File: src/rtl/dac_rate_pkg.sv
package dac_rate_pkg;
  localparam int unsigned FRAME_HZ_DEF = 48000;
  localparam int unsigned MIN_HZ_DEF   = 4000;
  localparam int unsigned RATE_W_DEF   = 16;
  localparam int unsigned SMP_W_DEF    = 20;
  localparam int unsigned REQ_BITS_DEF = 2;
endpackage

File: src/rtl/dac_rate_store.sv
module dac_rate_store #(
  parameter int unsigned RATE_W   = dac_rate_pkg::RATE_W_DEF,
  parameter int unsigned FRAME_HZ = dac_rate_pkg::FRAME_HZ_DEF,
  parameter int unsigned MIN_HZ   = dac_rate_pkg::MIN_HZ_DEF
) (
  input  logic              clk,
  input  logic              rst,
  input  logic              wr,
  input  logic [RATE_W-1:0] din,
  output logic [RATE_W-1:0] rate_q
);
  localparam logic [RATE_W-1:0] HI = RATE_W'(FRAME_HZ);
  localparam logic [RATE_W-1:0] LO = RATE_W'(MIN_HZ);

  // Saturate at write time so the accumulator never sees an illegal step.
  always_ff @(posedge clk) begin
    if (rst) begin
      rate_q <= HI;
    end else if (wr) begin
      if (din < LO)      rate_q <= LO;
      else if (din > HI) rate_q <= HI;
      else               rate_q <= din;
    end
  end
endmodule

File: src/rtl/dac_rate_accum.sv
module dac_rate_accum #(
  parameter int unsigned RATE_W   = dac_rate_pkg::RATE_W_DEF,
  parameter int unsigned FRAME_HZ = dac_rate_pkg::FRAME_HZ_DEF
) (
  input  logic              clk,
  input  logic              rst,
  input  logic              tick,
  input  logic              restart,
  input  logic              var_en,
  input  logic [RATE_W-1:0] rate,
  output logic              want
);
  localparam int unsigned ACC_W = $clog2(2 * FRAME_HZ);
  localparam logic [ACC_W-1:0] LIM = ACC_W'(FRAME_HZ);

  logic [ACC_W-1:0] acc_q;
  logic [ACC_W-1:0] base;
  logic [ACC_W-1:0] sum;

  // A restart in the same cycle as a tick counts that tick from zero.
  always_comb begin
    base = restart ? '0 : acc_q;
    sum  = base + ACC_W'(rate);
  end

  always_ff @(posedge clk) begin
    if (rst) begin
      acc_q <= '0;
      want  <= 1'b1;
    end else if (tick) begin
      if (!var_en) begin
        acc_q <= '0;
        want  <= 1'b1;
      end else if (sum >= LIM) begin
        acc_q <= sum - LIM;
        want  <= 1'b1;
      end else begin
        acc_q <= sum;
        want  <= 1'b0;
      end
    end else if (restart) begin
      acc_q <= '0;
    end
  end
endmodule

File: src/rtl/dac_sample_gate.sv
module dac_sample_gate #(
  parameter int unsigned SMP_W = dac_rate_pkg::SMP_W_DEF
) (
  input  logic             clk,
  input  logic             rst,
  input  logic             tick,
  input  logic             want_cur,
  input  logic             in_valid,
  input  logic [SMP_W-1:0] in_l,
  input  logic [SMP_W-1:0] in_r,
  output logic             out_valid,
  output logic [SMP_W-1:0] out_l,
  output logic [SMP_W-1:0] out_r
);
  logic armed_q;
  logic take;

  assign take = in_valid & armed_q;

  // At a tick, want_cur still holds the decision of the frame now ending.
  always_ff @(posedge clk) begin
    if (rst) begin
      armed_q   <= 1'b0;
      out_valid <= 1'b0;
      out_l     <= '0;
      out_r     <= '0;
    end else begin
      out_valid <= take;
      if (take) begin
        out_l <= in_l;
        out_r <= in_r;
      end
      if (tick)      armed_q <= want_cur;
      else if (take) armed_q <= 1'b0;
    end
  end
endmodule

File: src/rtl/dac_rate_requester.sv
module dac_rate_requester #(
  parameter int unsigned RATE_W   = dac_rate_pkg::RATE_W_DEF,
  parameter int unsigned SMP_W    = dac_rate_pkg::SMP_W_DEF,
  parameter int unsigned FRAME_HZ = dac_rate_pkg::FRAME_HZ_DEF,
  parameter int unsigned MIN_HZ   = dac_rate_pkg::MIN_HZ_DEF,
  parameter int unsigned REQ_BITS = dac_rate_pkg::REQ_BITS_DEF
) (
  input  logic                clk,
  input  logic                rst,
  input  logic                frame_tick,
  input  logic                var_rate_en,
  input  logic                rate_wr,
  input  logic [RATE_W-1:0]   rate_val,
  input  logic                pcm_valid,
  input  logic [SMP_W-1:0]    pcm_left,
  input  logic [SMP_W-1:0]    pcm_right,
  output logic [REQ_BITS-1:0] req_n,
  output logic                smp_valid,
  output logic [SMP_W-1:0]    smp_left,
  output logic [SMP_W-1:0]    smp_right
);
  logic [RATE_W-1:0] rate_q;
  logic              en_q;
  logic              restart;
  logic              want;

  always_ff @(posedge clk) begin
    if (rst) en_q <= 1'b0;
    else     en_q <= var_rate_en;
  end

  assign restart = rate_wr | (var_rate_en ^ en_q);

  dac_rate_store #(.RATE_W(RATE_W), .FRAME_HZ(FRAME_HZ), .MIN_HZ(MIN_HZ)) u_store (
    .clk(clk), .rst(rst), .wr(rate_wr), .din(rate_val), .rate_q(rate_q)
  );

  dac_rate_accum #(.RATE_W(RATE_W), .FRAME_HZ(FRAME_HZ)) u_accum (
    .clk(clk), .rst(rst), .tick(frame_tick), .restart(restart),
    .var_en(var_rate_en), .rate(rate_q), .want(want)
  );

  dac_sample_gate #(.SMP_W(SMP_W)) u_gate (
    .clk(clk), .rst(rst), .tick(frame_tick), .want_cur(want),
    .in_valid(pcm_valid), .in_l(pcm_left), .in_r(pcm_right),
    .out_valid(smp_valid), .out_l(smp_left), .out_r(smp_right)
  );

  // All channels share one rate, so every request bit mirrors one decision.
  for (genvar g = 0; g < REQ_BITS; g++) begin : g_req
    assign req_n[g] = ~want;
  end
endmodule

File: config.mk
export PLATFORM = sky130hd
export DESIGN_NAME = dac_rate_requester
export DESIGN_NICKNAME = d
export VERILOG_FILES = /design/src/rtl/dac_rate_pkg.sv /design/src/rtl/dac_rate_store.sv /design/src/rtl/dac_rate_accum.sv /design/src/rtl/dac_sample_gate.sv /design/src/rtl/dac_rate_requester.sv
export SDC_FILE = /design/constraint.sdc
export NUM_CORES = 1
export LEC_CHECK = 0
export ABC_AREA = 0
export BUFFER_PORTS_ARGS = -buffer_cell sky130_fd_sc_hd__clkbuf_2
export CAP_MARGIN = 10
export CORE_AREA = 2 2 120 122
export DETAILED_ROUTE_END_ITERATION = 10
export DIE_AREA = 0 0 122 124
export SLEW_MARGIN = 0
export SYNTH_ARGS = -nofsm -noshare
export SYNTH_HDL_FRONTEND = slang
export SYNTH_SLANG_ARGS = --single-unit
File: constraint.sdc
create_clock -name clk -period 4.35 [get_ports clk]
set_clock_uncertainty 0.2 [all_clocks]
set_input_delay 0.435 -clock clk [delete_from_list [all_inputs] [get_ports clk]]
set_output_delay 0.435 -clock clk [all_outputs]
set_load 0.01 [all_outputs]
==> impl_metrics.csv <==
group,metric,value,unit
global_route,grt_pass1_wl,18.9,mm
sta,fmax,249,MHz
synth,yosysWarnings,0,
synth,synth_edf_count,0,
route,vias,4034,
synth,async_flop_share,0,%
worst_setup_path,start_kind,"register",
route,via_per_inst,5.09,
synth,netlist_area,0.00409,mm^2
worst_setup_path,crit_type,"reg -> reg",
sta,tightest_slew,0.713,ns
sta,whs,0.122,ns
finish,diodes,0,
cts,clock_latency,0.33,ns
route,drt_pass1_iterations,5,
power,irDropWorstVdd,0.000170,V
sta,slew_headroom,52.3,%
sta,finalSetupTns,0,ns
sta,rsz0062_at_grt,"no",
cts,hold_buffers,0,
cts,clock_path_buffers,2,
synth,ys.flop_type,"dfxtp_1",
synth,synth_area_per_cell,8.01,um^2
global_route,grt_max_degree,55,
floorplan,die_h,124,um
floorplan,rows,43,
floorplan,num_io_pins,105,
sta,setup_violations,0,
placement,post-dp-hpwl,8.87,mm
floorplan,initial_core_util,29.8,%
placement,dpl.cell_count,777,
synth,synth_top_area_share,37.7,%
placement,gp_congestion,0.957,
cts,clkSinkCount,77,
route,drt.antenna.violating_nets,0,
synth,yosysUniqueCellTypes,72,
worst_setup_path,worstPathRequired,4.37,ns
min_path,hold_path_class,"in -> reg",
worst_setup_path,worstPathArrival,4.04,ns
synth,synthTopCellsByArea,"dfxtp_1 (38%), nand2_1 (9.5%), a21oi_1 (8.4%)",
placement,io_buffers,104,
cts,cts_tree,"yes",
global_route,overflow,0,
worst_setup_path,worstPathMaxFanout,16,
synth,seq_area_frac_synth,37.7,%
status,run_status,"complete, no violations",
cts,htreeDepth,3,
worst_setup_path,r2r_cells,16,
cts,cts-resized-gates,0,
floorplan,core_region_area,0.0137,mm^2
sta,drv_slew,0,
floorplan,die_area,0.0151,mm^2
route,drc,0,
synth,netlist_instances,511,
min_path,worstHoldPathCells,3,
synth,synth.net_count,591,
sta,hold_viol_final,0,
global_route,antenna_found_initial,0,
sta,post-route-period-util,92.4,%
finish,final_nets,688,
sta,period_needed,4.02,ns
finish,fin_cells,792,
cts,cts-root-buf,"clkbuf_16",
cts,cts_setup_buffers,0,
global_route,grt_pass1_vias,3889,
power,p_leak,2.18,nW
finish,syn2layout_area_growth,23.4,%
global_route,grt.total_usage,15.6,%
synth,yosysTopAreaCell,"dfxtp_1",
finish,drive_gt1_share,24.3,%
route,drt_first_iter_violations,268,
cts,cts.clk_slew.worst_paths,0.06,ns
worst_setup_path,crit_path_end_kind,"register",
floorplan,die_w,122,um
route,post_drt_wl_per_cell,14.5,um
cts,cts-buffers-inserted,9,
job,maxCapViolCount,0,
finish,fill_cells,1417,
synth,synth_seq_cells,77,
route,routed_wl,11.5,mm
power,powerDensity,348,mW/mm^2
-- flip-flops by register name, summed over array words and instances, names as in the netlist --
name,cells
u_gate.out_l,20
u_gate.out_r,20
u_accum.acc_q,17
u_store.rate_q,16
en_q,1
u_accum.want,1
u_gate.armed_q,1
u_gate.out_valid,1
-- through the flow --
step | power [mW] | utilization, % | worst slack, ns | area [um^2]
after floorplan | 0.988 | - | 0.398 | 4090
after global placement | 1.08 | 34.9 | 0.337 | 4780
after detailed placement | 1.09 | 34.9 | 0.170 | 4780
after CTS | 1.77 | 36.8 | 0.455 | 5050
after global routing | 1.84 | 36.8 | 0.0949 | 5050
final | 1.76 | 36.8 | 0.331 | 5050
-- cells by family (layout without fill, tap and decap cells) --
logic type | Yosys count | in the layout | synth area share [%]
buf+inv | 40 | 141 | 4.28
flops | 77 | 77 | 37.7
simple gates | 212 | 212 | 24.8
mux | 3 | 3 | 0.734
xor+xnor | 13 | 13 | 2.78
compound gates | 148 | 148 | 24.0
fa+ha+maj | 18 | 18 | 5.69
-- worst max-delay path, stage by stage (launching register included) --
cell	delay [ns]
dfxtp_1	0.31
xnor2_1	0.17
buf_4	0.23
and2_1	0.18
nand2_1	0.10
inv_1	0.09
ha_1	0.26
a211oi_1	0.37
o21ai_0	0.26
nand2_1	0.14
xnor2_1	0.11
ha_1	0.26
a22o_1	0.27
a31o_2	0.26
a31oi_4	0.34
o22ai_1	0.15
a22o_1	0.22
-- final timing paths --
kind               startpoint           endpoint  slack (ns)
max                      en_q  u_accum.acc_q[14]        0.33
min               pcm_left[8]    u_gate.out_l[8]        0.12
max reg2reg              en_q  u_accum.acc_q[14]        0.33
min reg2reg  u_gate.out_r[15]   u_gate.out_r[15]        0.26
-- power by group --
group / total [mW] / internal, mW / switching, mW
Sequential: 0.755 / 0.738 / 0.0172
Clock: 0.674 / 0.385 / 0.290
Combinational: 0.325 / 0.135 / 0.191
-- final cells by class --
| type | count | area [um^2] | area share (%) |
|---|---|---|---|
| clock buffers | 10 | 229 | 4.54 |
| clock inverters | 5 | 37.5 | 0.743 |
| inverters | 12 | 45.0 | 0.892 |
| multi-input cells | 394 | 2370 | 47.0 |
| flip-flops and latches | 77 | 1540 | 30.5 |
| well taps | 180 | 225 | 4.46 |
| repair buffers | 114 | 596 | 11.8 |
-- metal layers --
metal | routed length [um] | part of all wire (%) | vias up | global-route usage [%]
li1 | - | - | 2004 | -
met1 | 4960 | 43 | 1891 | 18.9
met2 | 5570 | 48 | 123 | 26.7
met3 | 660 | 5.7 | 16 | 3.53
met4 | 305 | 2.7 | 0 | 6.39
met5 | 0 | 0 | - | 0
-- synth_stat cells (5+ instances only) --
master / number
xnor2_1: 8
ha_1: 17
nor2_1: 30
dfxtp_1: 77
a22oi_1: 11
inv_1: 11
and2_1: 8
nor2b_1: 5
and3_1: 19
nor4_1: 5
nor3_1: 6
xor2_1: 5
clkbuf_1: 19
o21ai_0: 15
a21oi_1: 69
nand3_1: 11
nand2_1: 104
a22o_1: 5
-- placed cells by master (no fill, tap or decap), types with 5 or more instances in the layout --
| cell | synthesis | routed |
|---|---|---|
| dfxtp_1 | 77 | 77 |
| and2_1 | 8 | 8 |
| inv_1 | 11 | 11 |
| clkbuf_16 | 0 | 9 |
| ha_1 | 17 | 17 |
| xor2_1 | 5 | 5 |
| clkbuf_2 | 0 | 104 |
| nand3_1 | 11 | 11 |
| a22o_1 | 5 | 5 |
| a22oi_1 | 11 | 11 |
| nor2b_1 | 5 | 5 |
| buf_4 | 4 | 10 |
| and3_1 | 19 | 19 |
| nor2_1 | 30 | 30 |
| o21ai_0 | 15 | 15 |
| xnor2_1 | 8 | 8 |
| nand2_1 | 104 | 104 |
| nor3_1 | 6 | 6 |
| nor4_1 | 5 | 5 |
| a21oi_1 | 69 | 69 |
(Power assumes the default switching activity.)
